--- config.mk ---
export PLATFORM = sky130hd
export DESIGN_NAME = pwrlock_top
export DESIGN_NICKNAME = d
export VERILOG_FILES = /design/src/rtl/pwrlock_pkg.sv /design/src/rtl/pwrlock_ctrl.sv /design/src/rtl/pwrlock_dp.sv /design/src/rtl/pwrlock_top.sv
export SDC_FILE = /design/constraint.sdc
export NUM_CORES = 1
export LEC_CHECK = 0
export BUFFER_PORTS_ARGS = -buffer_cell sky130_fd_sc_hd__buf_2
export CAP_MARGIN = 20
export CORE_AREA = 2 2 39 41
export CTS_CLUSTER_SIZE = 28
export DETAILED_ROUTE_END_ITERATION = 8
export DIE_AREA = 0 0 41 43
export GPL_ROUTABILITY_DRIVEN = 1
export PLACE_DENSITY_LB_ADDON = 0.05
export REMOVE_ABC_BUFFERS = 1
export SYNTH_ARGS = -nofsm -noshare
export SYNTH_HDL_FRONTEND = slang
export SYNTH_SLANG_ARGS = --single-unit
--- constraint.sdc ---
create_clock -name clk -period 3.65 [get_ports clk]
set_clock_uncertainty 0.05 [all_clocks]
set_input_delay 0.5475 -clock clk [delete_from_list [all_inputs] [get_ports clk]]
set_output_delay 0.5475 -clock clk [all_outputs]
set_load 0.01 [all_outputs]
--- src/rtl/pwrlock_pkg.sv ---
package pwrlock_pkg;
  localparam int SEL_W = 2;

  typedef enum logic [SEL_W-1:0] {
    LK_OFF  = 2'b00,
    LK_P2   = 2'b01,
    LK_P1   = 2'b10,
    LK_BOTH = 2'b11
  } lockSel_e;

  typedef struct packed {
    logic loadSave;
    logic loadSel;
  } ctrlStrobes_t;
endpackage

--- src/rtl/pwrlock_ctrl.sv ---
module pwrlock_ctrl
  import pwrlock_pkg::*;
(
  input  logic         clk,
  input  logic         rstN,
  input  logic         strobeIn,
  output ctrlStrobes_t strobes
);
  logic strobePrev;

  // Reset to 1 so that a strobe already high at reset release does not load.
  always_ff @(posedge clk or negedge rstN) begin
    if (!rstN) strobePrev <= 1'b1;
    else       strobePrev <= strobeIn;
  end

  logic riseSeen;
  assign riseSeen = strobeIn && !strobePrev;

  always_comb begin
    strobes.loadSave = riseSeen;
    strobes.loadSel  = riseSeen;
  end

  // a load strobe never lasts two cycles
  a_r6_single_load: assert property (@(posedge clk) disable iff (!rstN)
    strobes.loadSave |=> !strobes.loadSave);
endmodule

--- src/rtl/pwrlock_dp.sv ---
module pwrlock_dp
  import pwrlock_pkg::*;
(
  input  logic         clk,
  input  logic         rstN,
  input  ctrlStrobes_t strobes,
  input  logic         pin1,
  input  logic         pin2,
  input  logic         sb1,
  input  logic         sb2,
  input  logic         sbRef,
  input  logic [SEL_W-1:0] selIn,
  input  logic         lock1,
  input  logic         lock2,
  output logic         en1,
  output logic         en2,
  output logic         enRef,
  output logic         pullLow
);
  logic [2:0] saveQ;      // {loop1, loop2, ref}
  lockSel_e   selQ;

  always_ff @(posedge clk or negedge rstN) begin
    if (!rstN) begin
      saveQ <= 3'b000;
      selQ  <= LK_OFF;
    end else begin
      if (strobes.loadSave) saveQ <= {sb1, sb2, sbRef};
      if (strobes.loadSel)  selQ  <= lockSel_e'(selIn);
    end
  end

  always_comb begin
    unique case ({pin1, pin2})
      2'b00: {en1, en2, enRef} = 3'b000;
      2'b01: {en1, en2, enRef} = 3'b011;
      2'b10: {en1, en2, enRef} = 3'b101;
      default: begin
        en1   = saveQ[2];
        en2   = saveQ[1];
        enRef = saveQ[2] | saveQ[1] | saveQ[0];
      end
    endcase
  end

  logic bad1, bad2;
  assign bad1 = en1 && !lock1;
  assign bad2 = en2 && !lock2;

  always_comb begin
    unique case (selQ)
      LK_OFF:  pullLow = 1'b1;
      LK_P2:   pullLow = bad2;
      LK_P1:   pullLow = bad1;
      default: pullLow = bad1 | bad2;
    endcase
  end

  // both pins low forces everything off
  a_r1_pins_low_off: assert property (@(posedge clk) disable iff (!rstN)
    (!pin1 && !pin2) |-> !(en1 || en2 || enRef));
  // second-loop pin alone
  a_r2_pin2_only: assert property (@(posedge clk) disable iff (!rstN)
    (!pin1 && pin2) |-> (en2 && enRef && !en1));
  // first-loop pin alone
  a_r3_pin1_only: assert property (@(posedge clk) disable iff (!rstN)
    (pin1 && !pin2) |-> (en1 && enRef && !en2));
  // captured bits hold without a load strobe
  a_r6_hold_bits: assert property (@(posedge clk) disable iff (!rstN)
    !strobes.loadSave |=> $stable(saveQ));
  // code 00 keeps the line low
  a_r9_sel_off_low: assert property (@(posedge clk) disable iff (!rstN)
    (selQ == LK_OFF) |-> pullLow);
  // disabled reported loop releases the line
  a_r11_down_released: assert property (@(posedge clk) disable iff (!rstN)
    (((selQ == LK_P2) && !en2) || ((selQ == LK_P1) && !en1)) |-> !pullLow);
endmodule

--- src/rtl/pwrlock_top.sv ---
module pwrlock_top
  import pwrlock_pkg::*;
(
  input  logic       clk,
  input  logic       rstN,
  input  logic       bsPinPll1,
  input  logic       bsPinPll2,
  input  logic       cfgSavePll1,
  input  logic       cfgSavePll2,
  input  logic       cfgSaveRef,
  input  logic [1:0] cfgLockSel,
  input  logic       cfgStrobe,
  input  logic       lockPll1,
  input  logic       lockPll2,
  output logic       enPll1,
  output logic       enPll2,
  output logic       enRefBuf,
  output logic       lockPullLow
);
  ctrlStrobes_t strobes;

  pwrlock_ctrl u_ctrl (
    .clk(clk), .rstN(rstN), .strobeIn(cfgStrobe), .strobes(strobes)
  );

  pwrlock_dp u_dp (
    .clk(clk), .rstN(rstN), .strobes(strobes),
    .pin1(bsPinPll1), .pin2(bsPinPll2),
    .sb1(cfgSavePll1), .sb2(cfgSavePll2), .sbRef(cfgSaveRef),
    .selIn(cfgLockSel), .lock1(lockPll1), .lock2(lockPll2),
    .en1(enPll1), .en2(enPll2), .enRef(enRefBuf), .pullLow(lockPullLow)
  );
endmodule

==> flow_summary.toml, run 1 <==
[run_status]
status = "complete, no violations"

[detailed_routing]
vias_per_cell = 4.08
vias = 245
wl_um = 590
ant_nets = 0
wl_per_cell_um = 9.83
drc_errors = 0
drt_pass1_iterations = 1
drt_iter0_markers = 0

[cells_and_area]
finalNetCount = 60
synthToLayoutAreaGrowth_pct = 37.6
design_area_um2 = 444
n_fill_cell = 158
multi_input_comb_area_um2 = 164
diodes = 0
final_util_pct = 32.1
seqCellArea_um2 = 151
drive_above_1_share_pct = 59.1

[worst_hold_path]
min_path_type = "input port to async pin"

[floorplan]
core_area_mm2 = 0.00138
core.rowCount = 14
die_w_um = 41
die_area_mm2 = 0.00176
die_y_um = 43
num_io_pins = 16
start_util_pct = 23.3

[placed_design]
place_ws_ns = 1.37
placed_cell_area_um2 = 418
portBuffers = 15
gp_congestion = 0.613

[timing]
setup_slack_ns = 1.37
rsz0062_at_grt = "false"
setup_viol = 0
hold_viol_final = 0
max_freq_ghz = 0.439
finalCritPeriodShare_pct = 62.3
slew_viol_final = 0
slew_headroom_pct = 70.6
setup_tns_ns = 0
hold_ws_ns = 0.0742
worst_pin_slew_ns = 0.440
fin_crit_ns = 2.28

[flow_run]
drv_cap = 0

[setup_path]
cp-startpoint = "bsPinPll1"
arrival_ns = 1.68
path_common_cell = "buf_2"
timing.rr.end = "u_dp.saveQ[0]$_DFFE_PN0P_"
r2r_start = "u_ctrl.strobePrev$_DFF_PN1_"
criticalPathCategory = "input port to output pin"
critPathLaunchType = "input port"
path_max_fanout = 3
endpoint = "lockPullLow"
critPathRequiredTime_ns = 3.05
cp-end-kind = "output pin"
max_stage_delay_ns = 0.36
rrSetupSlack_ns = 2.39
cpMaxStageDelayCell = "mux2_2"
reg2reg_depth = 2
crit_chain = "buf_2 > ha_1 > mux2_2 > a221o_1 > buf_2"

[clock_network]
cts.repair.resized = 0
cts_tree = "done"
cts_buffers = 3
clock_path_buffers = 2
holdBufCountCts = 0
numClockSinks = 6
clk_latency_ns = 0.23
postCtsSetupRepairBufs = 0
htreeDepth = 1
clkSlewWorstSetupHoldPaths_ns = 0.05
cts_root_buffer = "clkbuf_4"

[global_route]
grt_pass1_wl_um = 959
grt.overflow.total = 0
track_usage_pct = 8.91
grt_max_degree = 7
grt_pass1_vias = 243
antenna_found_initial = 0

[synth]
ys_seq_elements = 6
syn_area_per_cell_um2 = 12.9
yosysWarningCount = 0
synth.cell_area_um2 = 323
ys_top_cells_by_area = "dfrtp_1, mux2_2, ha_1"
yosysSeqAreaShare_pct = 46.9
synth_cell_types = 10
synth_cells = 25
synth_largest_area_cell = "dfrtp_1"
netlist.area_leader.share_pct = 38.8

[power_and_ir_drop]
power_density_mw_per_mm2 = 410
leakage_nw = 0.223
ir_worst_vdd_v = 0.000212
==> metrics by stage <==
step                total power (W)  cells
floorplan                  0.000105     25
global placement           0.000120     56
detailed placement         0.000122     56
CTS                        0.000187     60
global route               0.000202     60
finish                     0.000182     60
==> flip-flops by register name, indices dropped and copies added (netlist names) <==
name / cells
u_dp.selQ: 2
u_dp.saveQ: 3
u_ctrl.strobePrev: 1
==> Yosys cell counts <==
cell,instances
nor2b_1,3
dfstp_2,1
nor3_1,1
dfrtp_1,5
a221o_1,1
mux2i_1,1
inv_1,2
nor2_1,1
mux2_2,7
ha_1,3
==> layer usage <==
metal | vias to the layer above | wire length [um] | global-route usage (%)
met3 | 2 | 78 | 5.24
met1 | 108 | 235 | 8.91
li1 | 124 | - | -
met5 | - | 0 | 0
met4 | 0 | 10 | 8.00
met2 | 11 | 266 | 12.2
==> logic make-up (layout without fill, tap and decap cells) <==
family	Yosys count	count (layout)	share of synthesized area, %
compound gates	1	1	3.10
fa+ha+maj	3	3	11.6
buf+inv	2	21	2.33
flops	6	6	46.9
mux	8	8	27.5
simple gates	5	5	8.53
==> critical path, delay by kind of cell <==
family / cells / cell delay (ns)
mux: 1 / 0.36
compound gates: 1 / 0.31
buf+inv: 2 / 0.25
fa+ha+maj: 1 / 0.22
==> area by class of cell <==
| class | count | area share (%) |
|---|---|---|
| Timing Repair Buffer | 15 | 16.9 |
| Multi-Input combinational cell | 17 | 36.9 |
| Sequential cell | 6 | 34.1 |
| Tap cell | 16 | 4.51 |
| Inverter | 2 | 1.69 |
| Clock buffer | 4 | 5.92 |
==> worst min-delay path by stage <==
stage / cells after the start / slack (ns) / end
final: 1 / 0.07 / u_dp.saveQ[0]$_DFFE_PN0P_
after detailed placement: 1 / 0.33 / u_dp.selQ[0]$_DFFE_PN0P_
after CTS: 1 / 0.07 / u_dp.saveQ[0]$_DFFE_PN0P_
after floorplan: 0 / 0.20 / u_dp.saveQ[0]$_DFFE_PN0P_
after global placement: 1 / 0.32 / u_dp.selQ[0]$_DFFE_PN0P_
after global routing: 1 / 0.05 / u_dp.saveQ[0]$_DFFE_PN0P_
==> cell usage in the layout (no fill, tap or decap) <==
cell type,instances
inv_1,2
nor3_1,1
a221o_1,1
mux2_2,7
dfrtp_1,5
buf_2,15
nor2_1,1
ha_1,3
clkbuf_1,1
mux2i_1,1
dfstp_2,1
clkbuf_4,3
nor2b_1,3
==> report_power, final <==
group / leakage (nW) / internal, W / switching (W)
Sequential: 0.0691 / 0.0000760 / 0.00000574
Clock: 0.0150 / 0.0000412 / 0.0000210
Combinational: 0.139 / 0.0000224 / 0.0000158
Total: 0.223 / 0.000140 / 0.0000425
Power figures use the tool's default switching activity.
==> run 2: changes to the inputs <==
Clock period 3.65 ns to 2.2 ns, I/O delays scaled along.
==> run 2 against run 1 <==
Compared with the run above:
- largest power group unchanged
- utilization up 0.72 points
- cell count increased by 1.7%
- global-route usage is 0.19 points lower
- critical endpoint unchanged
- sequential share of layout area is 0.75 points lower
- critical path depth unchanged
- clock power rose by 72%
- clock-buffer cell count is the same
==> flow_summary.toml, run 2 (synthesis gave the netlist of run 1 again) <==
[cells_and_area]
mostFrequentLayoutCell = "buf_2"
diodes = 0
final_util_pct = 32.8
largest_register_ffs = 3
drive_above_1_share_pct = 57.8
synthToLayoutAreaGrowth_pct = 40.7
largest-register = "u_dp.saveQ"
layout_common_cells = "buf_2, mux2_2, dfrtp_1"
finalNetCount = 61
instances_no_fill = 61
reg.largest.list = "u_dp.saveQ: 3 flops, u_dp.selQ: 2 flops, u_ctrl.strobePrev: 1 flops"

[floorplan]
die_y_um = 43
num_io_pins = 16
die_area_mm2 = 0.00176
core.rowCount = 14
die_w_um = 41
start_util_pct = 23.3
core_area_mm2 = 0.00138

[worst_hold_path]
hold_path_depth = 1
min_from = "cfgStrobe"
holdPathEnd = "u_ctrl.strobePrev$_DFF_PN1_"
min_path_type = "input port to register"

[power_and_ir_drop]
pwr-share-comb_pct = 21.0
swShare_pct = 24.1
ir_worst_vdd_v = 0.000233
leakage_nw = 0.227
sequentialPowerShare_pct = 44.2
p_clk_share_pct = 34.8
p_switching_w = 0.0000742
power_density_mw_per_mm2 = 676
cell_internal_pwr_w = 0.000233

[detailed_routing]
wl_per_cell_um = 9.79
drc_errors = 0
ant_nets = 0
drt_iter0_markers = 0
vias_per_cell = 4.20
vias = 256
drt_pass1_iterations = 1
wl_um = 597

[timing]
fin_crit_ns = 1.84
rsz0062_at_grt = "false"
setup_viol = 0
finalCritPeriodShare_pct = 83.6
slew_headroom_pct = 73.1
hold_viol_final = 0
worst_pin_slew_ns = 0.402
setup_tns_ns = 0
max_freq_ghz = 0.544
slew_viol_final = 0

[clock_network]
htreeDepth = 1
clk_latency_ns = 0.24
numClockSinks = 6
clock_path_buffers = 2
cts_buffers = 3
cts.repair.resized = 0
postCtsSetupRepairBufs = 0
cts_root_buffer = "clkbuf_4"
cts_tree = "done"
holdBufCountCts = 1
clkSlewWorstSetupHoldPaths_ns = 0.04

[placed_design]
dp_cells = 56
portBuffers = 15
gp_congestion = 0.608
dp_hpwl_um = 502

[setup_path]
criticalPathCategory = "input port to output pin"
timing.rr.end = "u_dp.selQ[1]$_DFFE_PN0P_"
path_max_fanout = 3
r2r_start = "u_ctrl.strobePrev$_DFF_PN1_"
critPathRequiredTime_ns = 1.82
rrSetupSlack_ns = 0.97
critPathLaunchType = "input port"
cp-end-kind = "output pin"
reg2reg_depth = 2
arrival_ns = 1.46

[global_route]
grt_max_degree = 7
track_usage_pct = 8.71
grt_pass1_wl_um = 986
grt.overflow.total = 0
antenna_found_initial = 0
grt_pass1_vias = 254

[run_status]
status = "complete, no violations"

[flow_run]
drv_cap = 0
run 2: how the worst max path moves through the flow:
stage / to / cells after the start / from
global placement: lockPullLow / 5 / bsPinPll1
CTS: lockPullLow / 5 / bsPinPll1
floorplan: lockPullLow / 3 / bsPinPll1
finish: lockPullLow / 5 / bsPinPll1
global route: lockPullLow / 5 / bsPinPll1
detailed placement: lockPullLow / 5 / bsPinPll1
run 2: cell type report:
type	count	area, um2
inverter	2	7.51
fill	154	930
sequential	6	151
tap	16	20.0
timing repair buffer	16	85.1
multi-input combinational	17	164
clock buffer	4	26.3
run 2: critical path, cell delays in order:
cell,delay (ns)
buf_2,0.11
ha_1,0.21
mux2_2,0.37
a221o_1,0.31
buf_2,0.14
run 2: power by group through the flow:
stage               registers, W  clock network, W   logic, W
finish                  0.000136          0.000107  0.0000645
detailed placement      0.000138                 0  0.0000646
CTS                     0.000136          0.000115  0.0000661
floorplan               0.000134                 0  0.0000395
global placement        0.000137                 0  0.0000628
global route            0.000139          0.000125  0.0000720
run 2: routing by layer:
layer / part of all wire [%] / up-vias / wire [um] / track usage [%]
met5: 0 / - / 0 / 0
met4: 1.7 / 0 / 10 / 10.0
met3: 11 / 2 / 63 / 1.57
met2: 47 / 11 / 281 / 11.9
met1: 41 / 117 / 242 / 9.93
li1: - / 126 / - / -
run 2: through the flow:
step                      setup slack [ns]  cell area, um2  hold slack, ns  power, W
after floorplan                      0.553             323         -0.0156  0.000173
after global placement               0.381             418           0.106  0.000200
after detailed placement             0.350             418           0.111  0.000202
after CTS                            0.354             454           0.139  0.000317
after global routing                 0.316             454           0.141  0.000336
final                                0.362             454           0.153  0.000307
==> run 3: changes to the inputs <==
Clock period 2.2 ns to 1.89 ns, I/O delays scaled along.
==> run 3 against run 2 <==
Compared with the run above:
- sequential share of layout area stayed put
- power is 17% higher
- clock-buffer cell count stayed put
==> flow_summary.toml, run 3 (synthesis gave the netlist of run 1 again) <==
[run_status]
status = "complete, no violations"

[setup_path]
max_stage_delay_ns = 0.36
reg2reg_depth = 2
crit_chain = "buf_2 > ha_1 > mux2_2 > a221o_1 > buf_2"
rrSetupSlack_ns = 0.64
critPathRequiredTime_ns = 1.56
path_max_fanout = 3
r2r_start = "u_ctrl.strobePrev$_DFF_PN1_"
criticalPathCategory = "input port to output pin"
critPathLaunchType = "input port"
arrival_ns = 1.41
path_common_cell = "buf_2"
cp-end-kind = "output pin"
timing.rr.end = "u_dp.selQ[0]$_DFFE_PN0P_"
cpMaxStageDelayCell = "mux2_2"

[global_route]
antenna_found_initial = 0
grt_max_degree = 7
grt_pass1_vias = 225
track_usage_pct = 7.80
grt_pass1_wl_um = 862
grt.overflow.total = 0

[timing]
setup_viol = 0
fin_crit_ns = 1.75
finalCritPeriodShare_pct = 92.5
slew_headroom_pct = 71.5
max_freq_ghz = 0.572
rsz0062_at_grt = "false"
worst_pin_slew_ns = 0.427
setup_tns_ns = 0
slew_viol_final = 0
hold_viol_final = 0

[cells_and_area]
reg.largest.list = "u_dp.saveQ: 3 flops, u_dp.selQ: 2 flops, u_ctrl.strobePrev: 1 flops"
instances_no_fill = 61
drive_above_1_share_pct = 57.8
synthToLayoutAreaGrowth_pct = 40.7
diodes = 0
largest-register = "u_dp.saveQ"
finalNetCount = 61
mostFrequentLayoutCell = "buf_2"
largest_register_ffs = 3
layout_common_cells = "buf_2, mux2_2, dfrtp_1"

[clock_network]
numClockSinks = 6
cts.repair.resized = 0
clkSlewWorstSetupHoldPaths_ns = 0.04
htreeDepth = 1
postCtsSetupRepairBufs = 0
cts_tree = "done"
clock_path_buffers = 2
cts_buffers = 3
cts_root_buffer = "clkbuf_4"
clk_latency_ns = 0.24

[detailed_routing]
drt_iter0_markers = 1
drt_pass1_iterations = 2
vias_per_cell = 4.20
wl_per_cell_um = 9.44
wl_um = 576
drc_errors = 0
vias = 256
ant_nets = 0

[floorplan]
num_io_pins = 16
die_w_um = 41
die_y_um = 43
die_area_mm2 = 0.00176
core.rowCount = 14
core_area_mm2 = 0.00138
start_util_pct = 23.3

[worst_hold_path]
min_path_type = "input port to register"
hold_path_depth = 1
min_from = "cfgStrobe"
holdPathEnd = "u_ctrl.strobePrev$_DFF_PN1_"

[placed_design]
dp_cells = 56
portBuffers = 15
dp_hpwl_um = 497
gp_congestion = 0.591

[flow_run]
drv_cap = 0

[power_and_ir_drop]
leakage_nw = 0.227
power_density_mw_per_mm2 = 791
ir_worst_vdd_v = 0.000364
[run 3: cell counts in the layout (fill, tap and decap cells not counted)]
Identical to the previous run, type by type.
[run 3: worst max path at each step]
stage                   start           to
floorplan           bsPinPll1  lockPullLow
global route        bsPinPll1  lockPullLow
detailed placement  bsPinPll1  lockPullLow
CTS                 bsPinPll1  lockPullLow
global placement    bsPinPll1  lockPullLow
finish              bsPinPll1  lockPullLow
[run 3: repair_timing]
action | CTS | global route
endpoints found under the setup margin | 0 | 0
endpoints found under the hold margin | 5 | 0
hold buffers | 1 | 0
[run 3: worst max-delay path: cells and delay by family]
kind            cells  cell delay [ns]
mux                 1             0.36
buf+inv             2             0.24
compound gates      1             0.31
fa+ha+maj           1             0.22
[run 3: stage by stage]
step | total power, W | worst slack (ns) | utilization (%) | instance area [um2] | hold WS [ns]
after floorplan | 0.000202 | 0.336 | - | 323 | -0.0621
after CTS | 0.000370 | 0.129 | 32.8 | 454 | 0.0930
after global routing | 0.000386 | 0.0938 | 32.8 | 454 | 0.0890
final | 0.000359 | 0.142 | 32.8 | 454 | 0.107
after global placement | 0.000233 | 0.158 | 30.2 | 418 | 0.0599
after detailed placement | 0.000235 | 0.137 | 30.2 | 418 | 0.0651
[run 3: cell type report]
class                           instances  area (um2)
Clock buffer                            4        26.3
Fill cell                             146         930
Inverter                                2        7.51
Multi-Input combinational cell         17         164
Sequential cell                         6         151
Tap cell                               16        20.0
Timing Repair Buffer                   16        85.1
[run 3: metal layers]
| layer | part of all wire [%] | track usage (%) | vias up | routed length (um) |
|---|---|---|---|---|
| li1 | - | - | 126 | - |
| met1 | 44 | 10.3 | 117 | 251 |
| met2 | 43 | 8.75 | 11 | 250 |
| met3 | 11 | 1.57 | 2 | 64 |
| met4 | 1.7 | 10.0 | 0 | 10 |
| met5 | 0 | 0 | - | 0 |
[run 3: report_power, final]
part           internal [W]  switching (W)
registers          0.000147      0.0000105
logic             0.0000446      0.0000302
clock network     0.0000800      0.0000474
